<file path="config.mk">
export PLATFORM = sky130hd
export DESIGN_NAME = btn_confirm_debounce
export DESIGN_NICKNAME = d
export VERILOG_FILES = /design/src/rtl/btn_confirm_debounce.sv
export SDC_FILE = /design/constraint.sdc
export NUM_CORES = 1
export LEC_CHECK = 0
export ABC_AREA = 0
export BUFFER_PORTS_ARGS = -buffer_cell sky130_fd_sc_hd__buf_2
export CELL_PAD_IN_SITES_DETAIL_PLACEMENT = 1
export CELL_PAD_IN_SITES_GLOBAL_PLACEMENT = 2
export CORE_ASPECT_RATIO = 1.2
export CORE_MARGIN = 4
export CORE_UTILIZATION = 39
export DETAILED_ROUTE_END_ITERATION = 10
export PLACE_DENSITY_LB_ADDON = 0.1
export SYNTH_ARGS = -nofsm -noshare
export SYNTH_HDL_FRONTEND = slang
export SYNTH_SLANG_ARGS = --single-unit
</file>
<file path="constraint.sdc">
create_clock -name clk -period 2.55 [get_ports clk]
set_clock_uncertainty 0.05 [all_clocks]
set_input_delay 0.51 -clock clk [delete_from_list [all_inputs] [get_ports clk]]
set_output_delay 0.51 -clock clk [all_outputs]
set_load 0.05 [all_outputs]
</file>
<file path="src/rtl/btn_confirm_debounce.sv">
module btn_confirm_debounce #(
  parameter int unsigned CLK_HZ  = 50_000_000,
  parameter int unsigned WAIT_MS = 20
) (
  input  logic clk,
  input  logic rst_n,
  input  logic btn_raw_n,
  output logic pressed,
  output logic press_pulse,
  output logic release_pulse
);

  localparam longint unsigned CYC_L    = (longint'(CLK_HZ) * longint'(WAIT_MS)) / 1000;
  localparam int unsigned     WAIT_CYC = (CYC_L < 1) ? 1 : 32'(CYC_L);
  localparam int unsigned     CW       = $clog2(WAIT_CYC + 1);
  localparam logic [CW-1:0]   LAST     = CW'(WAIT_CYC - 1);

  typedef enum logic [1:0] {ST_IDLE, ST_WAIT, ST_CONF} st_t;

  logic          sync_a, sync_b;
  st_t           st;
  logic [CW-1:0] cnt;
  logic          down, done;

  always_ff @(posedge clk or negedge rst_n) begin
    if (!rst_n) begin
      sync_a <= 1'b1;
      sync_b <= 1'b1;
    end else begin
      sync_a <= btn_raw_n;
      sync_b <= sync_a;
    end
  end

  assign down = ~sync_b;
  assign done = (cnt == LAST);

  always_ff @(posedge clk or negedge rst_n) begin
    if (!rst_n) begin
      st            <= ST_IDLE;
      cnt           <= '0;
      press_pulse   <= 1'b0;
      release_pulse <= 1'b0;
    end else begin
      press_pulse   <= 1'b0;
      release_pulse <= 1'b0;
      case (st)
        ST_IDLE: begin
          cnt <= '0;
          if (down) st <= ST_WAIT;
        end
        ST_WAIT: begin
          if (done) begin
            cnt <= '0;
            if (down) begin
              st          <= ST_CONF;
              press_pulse <= 1'b1;
            end else begin
              st <= ST_IDLE;
            end
          end else begin
            cnt <= cnt + 1'b1;
          end
        end
        ST_CONF: begin
          cnt <= '0;
          if (!down) begin
            st            <= ST_IDLE;
            release_pulse <= 1'b1;
          end
        end
        default: begin
          st  <= ST_IDLE;
          cnt <= '0;
        end
      endcase
    end
  end

  assign pressed = (st == ST_CONF);

  assert_cnt_in_window_R2: assert property (@(posedge clk) disable iff (!rst_n)
    cnt <= LAST);

  assert_cnt_idle_clear_R8: assert property (@(posedge clk) disable iff (!rst_n)
    (st == ST_IDLE) |-> (cnt == '0));

  assert_release_fast_R4: assert property (@(posedge clk) disable iff (!rst_n)
    (pressed && sync_b) |=> !pressed);

  assert_press_pulse_width_R6: assert property (@(posedge clk) disable iff (!rst_n)
    press_pulse |=> !press_pulse);

  assert_press_with_level_R6: assert property (@(posedge clk) disable iff (!rst_n)
    $rose(pressed) |-> press_pulse);

  assert_release_with_level_R7: assert property (@(posedge clk) disable iff (!rst_n)
    $fell(pressed) |-> release_pulse);

  assert_release_pulse_width_R7: assert property (@(posedge clk) disable iff (!rst_n)
    release_pulse |=> !release_pulse);

  assert_reject_stays_low_R5: assert property (@(posedge clk) disable iff (!rst_n)
    (st == ST_WAIT && done && !down) |=> (!pressed && !press_pulse));

endmodule

</file>
Word level (Yosys, flattened, before mapping)
Cells that the tools add are included.
Storage, ports and cells
  flip-flop bits (word level): 26
  word-level logic and storage cells: 27
Cells by class
  add/sub/neg operators: 1
  eq/ne operators: 6
  multiplexer cells: 12
  reduce and logical (&&, ||, !) cells: 2
Operators by type and width (number)
  two-way mux 20 bit: 2
  adder 20 x 1 -> 20 bit, second input constant: 1
  equality test 20 bit, second input constant: 1
  two-way mux 2 bit: 4
  case mux 2 bit (3 select lines): 1
  two-way mux 1 bit: 5
  != test 2 bit, second input constant: 2
  AND reduction 3 bit: 1
  equality test 2 x 1 -> 1 bit, second input constant: 1
  equality test 2 bit, second input constant: 1
  zero test 2 bit: 1
  != test 2 x 1 -> 1 bit, second input constant: 1

Logic depth before layout (Yosys ltp)
Gate-level depths: netlist of the first run.
  depth after elaboration: 3
  mapped depth: 6
  mapped depth without buffers: 5

Worst setup path after synthesis of the first run
No wires, ideal clock.
  path type: flip-flop to flip-flop
  start: register cnt[12]
  end: register cnt[9]
  setup time: 0.119 ns
  arrival time: 1.779 ns
  data required time: 2.381 ns
  path slack: 0.602 ns
  cell stages (with the launch flop): 6
  cell sequence: dfrtp_1 > or4b_1 > or4_4 > o21bai_4 > buf_6 > nor2_1
On the way
  word-level cells in the longest chain between the ends: 3
RTL lines
  start, declared: RTL line 22  | logic [CW-1:0] cnt;
  start signal, assigned: RTL line 62  | cnt <= cnt + 1'b1;
  equality test 20 bit: RTL line 36  | assign done = (cnt == LAST);
  two-way mux 20 bit: RTL line 53  | if (done) begin
  two-way mux 20 bit: RTL line 47  | case (st)
No other way between the ends.
A chain may end at the register's enable or synchronous reset.

Worst setup path after layout of the first run
  start: register cnt[0]
  end: register cnt[6]
On the way
  word-level cells in the longest chain between the ends: 3
  elaborated cells on any way between the ends: 4
  those cells by class: add/sub: 1; eq/ne: 1; mux: 2
RTL lines (RTL line)
  adder 20 x 1 -> 20 bit or equality test 20 bit (tied branches): 62, 36
  two-way mux 20 bit *: 53
  two-way mux 20 bit *: 47
Mark *: on every way between the ends. The rest lies on a longest branch, timed or not.

==> results of run 1 <==
how the worst max path moves through the flow:
stage / startpoint / end / slack (ps) / cells after the start
finish: cnt[0] / cnt[6] / 280 / 5
global route: cnt[0] / cnt[6] / 70 / 5
CTS: cnt[0] / cnt[6] / 240 / 5
detailed placement: cnt[0] / cnt[6] / 280 / 5
global placement: cnt[0] / cnt[16] / 420 / 5
floorplan: cnt[12] / cnt[9] / 600 / 5
logic make-up after synthesis:
logic type               count (synthesis)  synth area share (%)
XOR/XNOR                                14                  9.96
flip-flops                              26                  53.0
AND/OR/NAND/NOR                         59                  26.8
AO/OA/AOI/OAI                           11                  6.40
buffers and inverters                    7                  2.74
adder cells (fa/ha/maj)                  1                  1.02
area by class of cell:
type                            instances  area [um2]  area share, %
Sequential cell                        26         653           48.6
Multi-Input combinational cell         85         544           40.5
Tap cell                               36        45.0           3.36
Clock inverter                          1        30.0           2.24
Timing Repair Buffer                    5        25.0           1.86
Clock buffer                            3        22.5           1.68
Inverter                                6        22.5           1.68
critical path, stage by stage, from the launching register on:
cell and delay, ps:
dfrtp_1 420, ha_1 230, nand4_1 250, or4_4 630, o21bai_4 430, nor2_1 140
report_power, final:
| part | total (mW) | switching [mW] | internal (mW) |
|---|---|---|---|
| logic | 0.00913 | 0.00776 | 0.00137 |
| registers | 0.416 | 0.000890 | 0.415 |
| clock network | 0.289 | 0.130 | 0.159 |
cells in the final DEF (no fill, tap or decap), types with 2 or more instances in the layout:
| cell type | Yosys | layout |
|---|---|---|
| nor2_1 | 16 | 16 |
| clkbuf_4 | 0 | 3 |
| a21oi_1 | 4 | 4 |
| o21ai_0 | 3 | 3 |
| xnor2_1 | 10 | 10 |
| nor3_1 | 5 | 5 |
| buf_2 | 0 | 5 |
| xor2_1 | 4 | 4 |
| nor4_1 | 5 | 5 |
| or3_1 | 4 | 4 |
| dfrtp_1 | 24 | 24 |
| nand2_1 | 8 | 8 |
| inv_1 | 6 | 6 |
| nand4_1 | 4 | 4 |
| nand3_1 | 4 | 4 |
| or4_4 | 2 | 2 |
| dfstp_2 | 2 | 2 |
state kept, by name (all words and copies together), names as in the netlist:
| register | flops |
|---|---|
| st | 2 |
| release_pulse | 1 |
| cnt | 20 |
| press_pulse | 1 |
| sync_b | 1 |
| sync_a | 1 |
layer usage:
layer	share of wire [%]	GRT usage [%]	wire length, um
met5	0	0	0
met4	2.2	6.80	56
met1	47	19.2	1190
met2	48	22.0	1230
met3	2.1	2.23	53
==> flow_summary.yaml, run 1 <==
run_status:
  run_status: "finished, final reports clean"
sta:
  layout_setup_ws_ps: 278
  setup_total_negative_slack_ps: 0
  finalSetupViolations: 0
  setup_repair_after_global_routing_missed_its_margin: "no"
  final.period_utilization_pct: 89.1
  worst_hold_slack_ps: 97.2
  finalCriticalPeriod_ps: 2270
  finalMaxSlewViolations: 0
  worst_pin_slew_ps: 563
  final_hold_viol_count: 0
  max_freq_mhz: 440
  slew_headroom_pct: 62.5
die:
  initial_core_util_pct: 40.3
  die_height_um: 69.6
  horiz_die_dim_um: 59.3
  floorplan.io_pins: 6
  placementRows: 22
  core-area_mm2: 0.00306
  die_area_mm2: 0.00412
route:
  route.vias.total: 871
  detail_route.wl_per_cell_um: 15.6
  drt_iter0_markers: 9
  vias_per_cell: 5.38
  drt_wl_total_mm: 2.53
  drt_pass1_iterations: 4
  drt_drc_violations_left: 0
  route.antenna.remaining_nets: 0
worst_setup_path:
  r2r-start: "cnt[0]"
  timing_worst_setup_path_type: "flop to flop"
  cp_max_fo: 19
  cp_data_arrival_time_ps: 2430
  worstSetupEndpointType: "flop"
  ff2ff_setup_slack_ps: 280
  critical_path.reg2reg.endpoint: "cnt[6]"
  r2r_cells: 5
  worstPathRequired_ps: 2710
  timing.critical_path.from_type: "flop"
synthesis:
  synth-async-reset-ratio_pct: 100
  synth_top_cells_by_area: "dfrtp_1 (49%), xnor2_1 (7.1%), nor2_1 (4.9%)"
  synthFlopType: "dfrtp_1"
  yosys.cell_count.top_type: "dfrtp_1"
  synth.yosys.seq_area_share_pct: 53.0
  synth_largest_type_area_fraction_pct: 48.8
  synthesis.yosys.warnings: 0
  syn-instance-count: 118
  netlist_area_mm2: 0.00123
  postSynthRegisterBits: 26
  synth.top_cells.by_count: "dfrtp_1 (24), nor2_1 (16), xnor2_1 (10), nand2_1 (8), inv_1 (6)"
  synth_enable_flop_cells: 0
  synth.net_count: 122
  syn_area_per_cell_um2: 10.4
  synth_cell_type_count: 32
  netlist.top_cell.by_area: "dfrtp_1"
placement:
  worst_slack_at_placement_ps: 275
  hpwl_mm: 1.87
  port-buffer-count: 5
  final_estimated_routing_congestion_in_global_placement: 0.756
  place.detailed.instances: 158
  dpl_cell_area_mm2: 0.00129
cells_and_area:
  final_layout_size_suffix_gt1_share_pct: 14.3
  diodes: 0
  design.final.nets: 131
  post-route-util_pct: 43.9
  final_area_mm2: 0.00134
  layout-area-overhead-vs-synth_pct: 9.04
  final_instance_count_without_filler_cells: 162
  nFillCells: 348
clock_network:
  cts_buffer_depth: 2
  htree_num_levels: 1
  ctsRootBufferMaster: "clkbuf_4"
  worstSkewPairLatency_ps: 330
  cts.hold.buffers_added: 0
  clkSinkCount: 26
  tritoncts: "yes"
  cts-resized-gates: 0
  cts_buffers: 3
  clk_transition_reported_paths_ps: 150
  postCtsSetupRepairBufs: 0
global_routing:
  antenna_found_initial: 0
  global_route_wire_length_before_repair_mm: 4.51
  first_global_vias: 921
  pin_count_of_the_biggest_net_entering_global_routing: 27
  track_usage_pct: 14.3
  grt_overflow_total: 0
power:
  p_total_mw: 0.714
  power.leakage_nw: 0.556
  max-vdd-ir-drop_mv: 0.234
  power.density_mw_per_mm2: 532
run:
  timing.max_cap.violations: 0
worst_hold_path:
  min-delay-path-class: "primary input to asynchronous set/reset pin"
No activity file was read; power rests on OpenSTA's default activity.
==> run 2, diff against run 1 <==
--- a/config.mk
+++ b/config.mk
@@ -5,14 +5,15 @@
 export SDC_FILE = /design/constraint.sdc
 export NUM_CORES = 1
 export LEC_CHECK = 0
-export ABC_AREA = 0
+export ABC_AREA = 1
 export BUFFER_PORTS_ARGS = -buffer_cell sky130_fd_sc_hd__buf_2
 export CELL_PAD_IN_SITES_DETAIL_PLACEMENT = 1
 export CELL_PAD_IN_SITES_GLOBAL_PLACEMENT = 2
 export CORE_ASPECT_RATIO = 1.2
 export CORE_MARGIN = 4
-export CORE_UTILIZATION = 39
+export CORE_UTILIZATION = 36
 export DETAILED_ROUTE_END_ITERATION = 10
+export GPL_TIMING_DRIVEN = 0
 export PLACE_DENSITY_LB_ADDON = 0.1
 export SYNTH_ARGS = -nofsm -noshare
 export SYNTH_HDL_FRONTEND = slang
==> run 2 against run 1 <==
Combinational power up 19%. Die area up 21%. Area after synthesis up 14%. Non-clock buffer count unchanged. Clock power up 18%. Final cell count up 45%. Setup slack better by 580 ps. Register-to-register slack better by 660 ps.
==> flow_summary.yaml, run 2 <==
global_routing:
  global_route_wire_length_before_repair_mm: 6.19
  grt_overflow_total: 0
  track_usage_pct: 16.0
  first_global_vias: 1275
  antenna_found_initial: 0
  pin_count_of_the_biggest_net_entering_global_routing: 27
route:
  drt_pass1_iterations: 4
  route.vias.total: 1144
  drt_drc_violations_left: 0
  detail_route.wl_per_cell_um: 14.5
  wl_met3_um: 45
  detail_route.wirelength.met1_mm: 1.50
  drt_wl_total_mm: 3.42
  wl_met2_mm: 1.83
  vias_per_cell: 4.87
  route.antenna.remaining_nets: 0
  top_layer_used: "met4"
  drt_iter0_markers: 55
sta:
  finalCriticalPeriod_ps: 1690
  layout_setup_ws_ps: 863
  setup_total_negative_slack_ps: 0
  finalSetupViolations: 0
  slew_headroom_pct: 58.3
  final_hold_viol_count: 0
  worst_pin_slew_ps: 625
  setup_repair_after_global_routing_missed_its_margin: "no"
  max_freq_mhz: 593
  finalMaxSlewViolations: 0
  final.period_utilization_pct: 66.2
die:
  floorplan.io_pins: 6
  core-area_mm2: 0.00369
  die_area_mm2: 0.00497
  placementRows: 24
  horiz_die_dim_um: 65.1
  initial_core_util_pct: 38.1
  die_height_um: 76.5
cells_and_area:
  registers.top_by_ff_count: "cnt"
  layout-area-overhead-vs-synth_pct: 11.5
  most-common-layout-cells: "nand2_1 (37), nor2_1 (37), dfrtp_1 (24)"
  flip_flop_count_of_the_largest_register_all_copies_and_words_added: 20
  biggestRegsByFlops: "cnt (20), st (2)"
  final_area_mm2: 0.00157
  nFillCells: 476
  design.final.nets: 188
  final_layout_size_suffix_gt1_share_pct: 18.0
  diodes: 0
worst_setup_path:
  crit_path_cell_trace: "inv_1, nor2_1, buf_2"
  r2r_cells: 8
  worstSetupEndpointType: "primary output"
  cp_data_arrival_time_ps: 1130
  cp_max_fo: 3
  critical_path.max_stage_delay_ps: 380
  worstPathRequired_ps: 1990
  critical-path-slowest-cell: "dfrtp_1"
  timing.critical_path.from_type: "flop"
  timing_worst_setup_path_type: "flop to primary output"
synthesis:
  synth.top_cells.by_count: "nand2_1 (37), nor2_1 (37), dfrtp_1 (24), inv_1 (15), nor3_1 (8)"
  synthesis.yosys.warnings: 0
  synth_enable_flop_cells: 0
  synth.yosys.seq_area_share_pct: 46.4
  synth_largest_type_area_fraction_pct: 42.7
  syn_area_per_cell_um2: 8.08
  synth_cell_type_count: 22
  synth.net_count: 178
  synth_top_cells_by_area: "dfrtp_1 (43%), nand2_1 (9.9%), nor2_1 (9.9%)"
  syn-instance-count: 174
  netlist_area_mm2: 0.00141
  synthFlopType: "dfrtp_1"
  netlist.top_cell.by_area: "dfrtp_1"
  synth-async-reset-ratio_pct: 100
  postSynthRegisterBits: 26
clock_network:
  cts_buffers: 3
  htree_num_levels: 1
  postCtsSetupRepairBufs: 0
  cts.hold.buffers_added: 0
  cts_buffer_depth: 2
  tritoncts: "yes"
  clk_transition_reported_paths_ps: 90
  ctsRootBufferMaster: "clkbuf_8"
  cts-resized-gates: 0
  worstSkewPairLatency_ps: 270
  clkSinkCount: 26
power:
  p_total_mw: 0.769
  power.density_mw_per_mm2: 490
  power.leakage_nw: 0.671
  max-vdd-ir-drop_mv: 0.258
run:
  timing.max_cap.violations: 0
placement:
  port-buffer-count: 5
  hpwl_mm: 2.64
  worst_slack_at_placement_ps: 898
  dpl_cell_area_mm2: 0.00150
  final_estimated_routing_congestion_in_global_placement: 0.847
run_status:
  run_status: "finished, final reports clean"
worst_hold_path:
  min-delay-path-class: "primary input to asynchronous set/reset pin"
[run 2: changes by cell type after synthesis, sizes merged, moves of 6 or more]
cell | previous run | this run
nor2 | 16 | 46
xnor2 | 10 | 4
nand2 | 8 | 43
inv | 6 | 18
[run 2: path summary, 6_finish.rpt]
check	startpoint	to	slack, ps
worst min register to register	sync_a	sync_b	310
max in group asynchronous	rst_n	st[1]	1850
min in group clk	btn_raw_n	sync_a	280
worst max register to register	cnt[0]	cnt[14]	940
worst max-delay path	st[1]	pressed	860
worst min-delay path	rst_n	cnt[19]	190
[run 2: routing by layer]
metal / vias to the layer above / track usage [%]
met5: - / 0
met4: 0 / 4.36
met3: 5 / 1.92
met2: 6 / 29.3
met1: 570 / 19.2
li1: 563 / -
[run 2: through the flow]
step / hold WS, ps / util [%] / instances
finish: 189 / 42.4 / 235
global route: 218 / 42.4 / 235
CTS: 201 / 42.4 / 235
detailed placement: 300 / 40.5 / 231
global placement: 301 / 40.5 / 231
floorplan: 164 / - / 174
[run 2: area by class of cell]
| cell class | instances | area (um2) | area share, % |
|---|---|---|---|
| flip-flops and latches | 26 | 653 | 41.7 |
| well taps | 52 | 65.1 | 4.15 |
| clock inverters | 1 | 30.0 | 1.92 |
| multi-input cells | 130 | 686 | 43.7 |
| inverters | 18 | 67.6 | 4.31 |
| clock buffers | 3 | 41.3 | 2.63 |
| repair buffers | 5 | 25.0 | 1.60 |
[run 2: logic make-up after synthesis]
logic type	count (synthesis)	share of synthesized area, %
buffers and inverters	18	4.80
adders and majority gates	1	0.890
AOI/OAI and AO/OA	7	2.67
and+or+nand+nor	113	39.6
xor gates and xnor gates	9	5.60
DFF	26	46.4
[run 2: critical path: cells and delay by family, from the launching register on]
family        cells  cell delay (ps)
flops             1              380
simple gates      1              130
buf+inv           2              350
[run 2: power breakdown]
group | switching, mW | internal (mW)
clock network | 0.132 | 0.210
registers | 0.000767 | 0.415
logic | 0.00955 | 0.00138
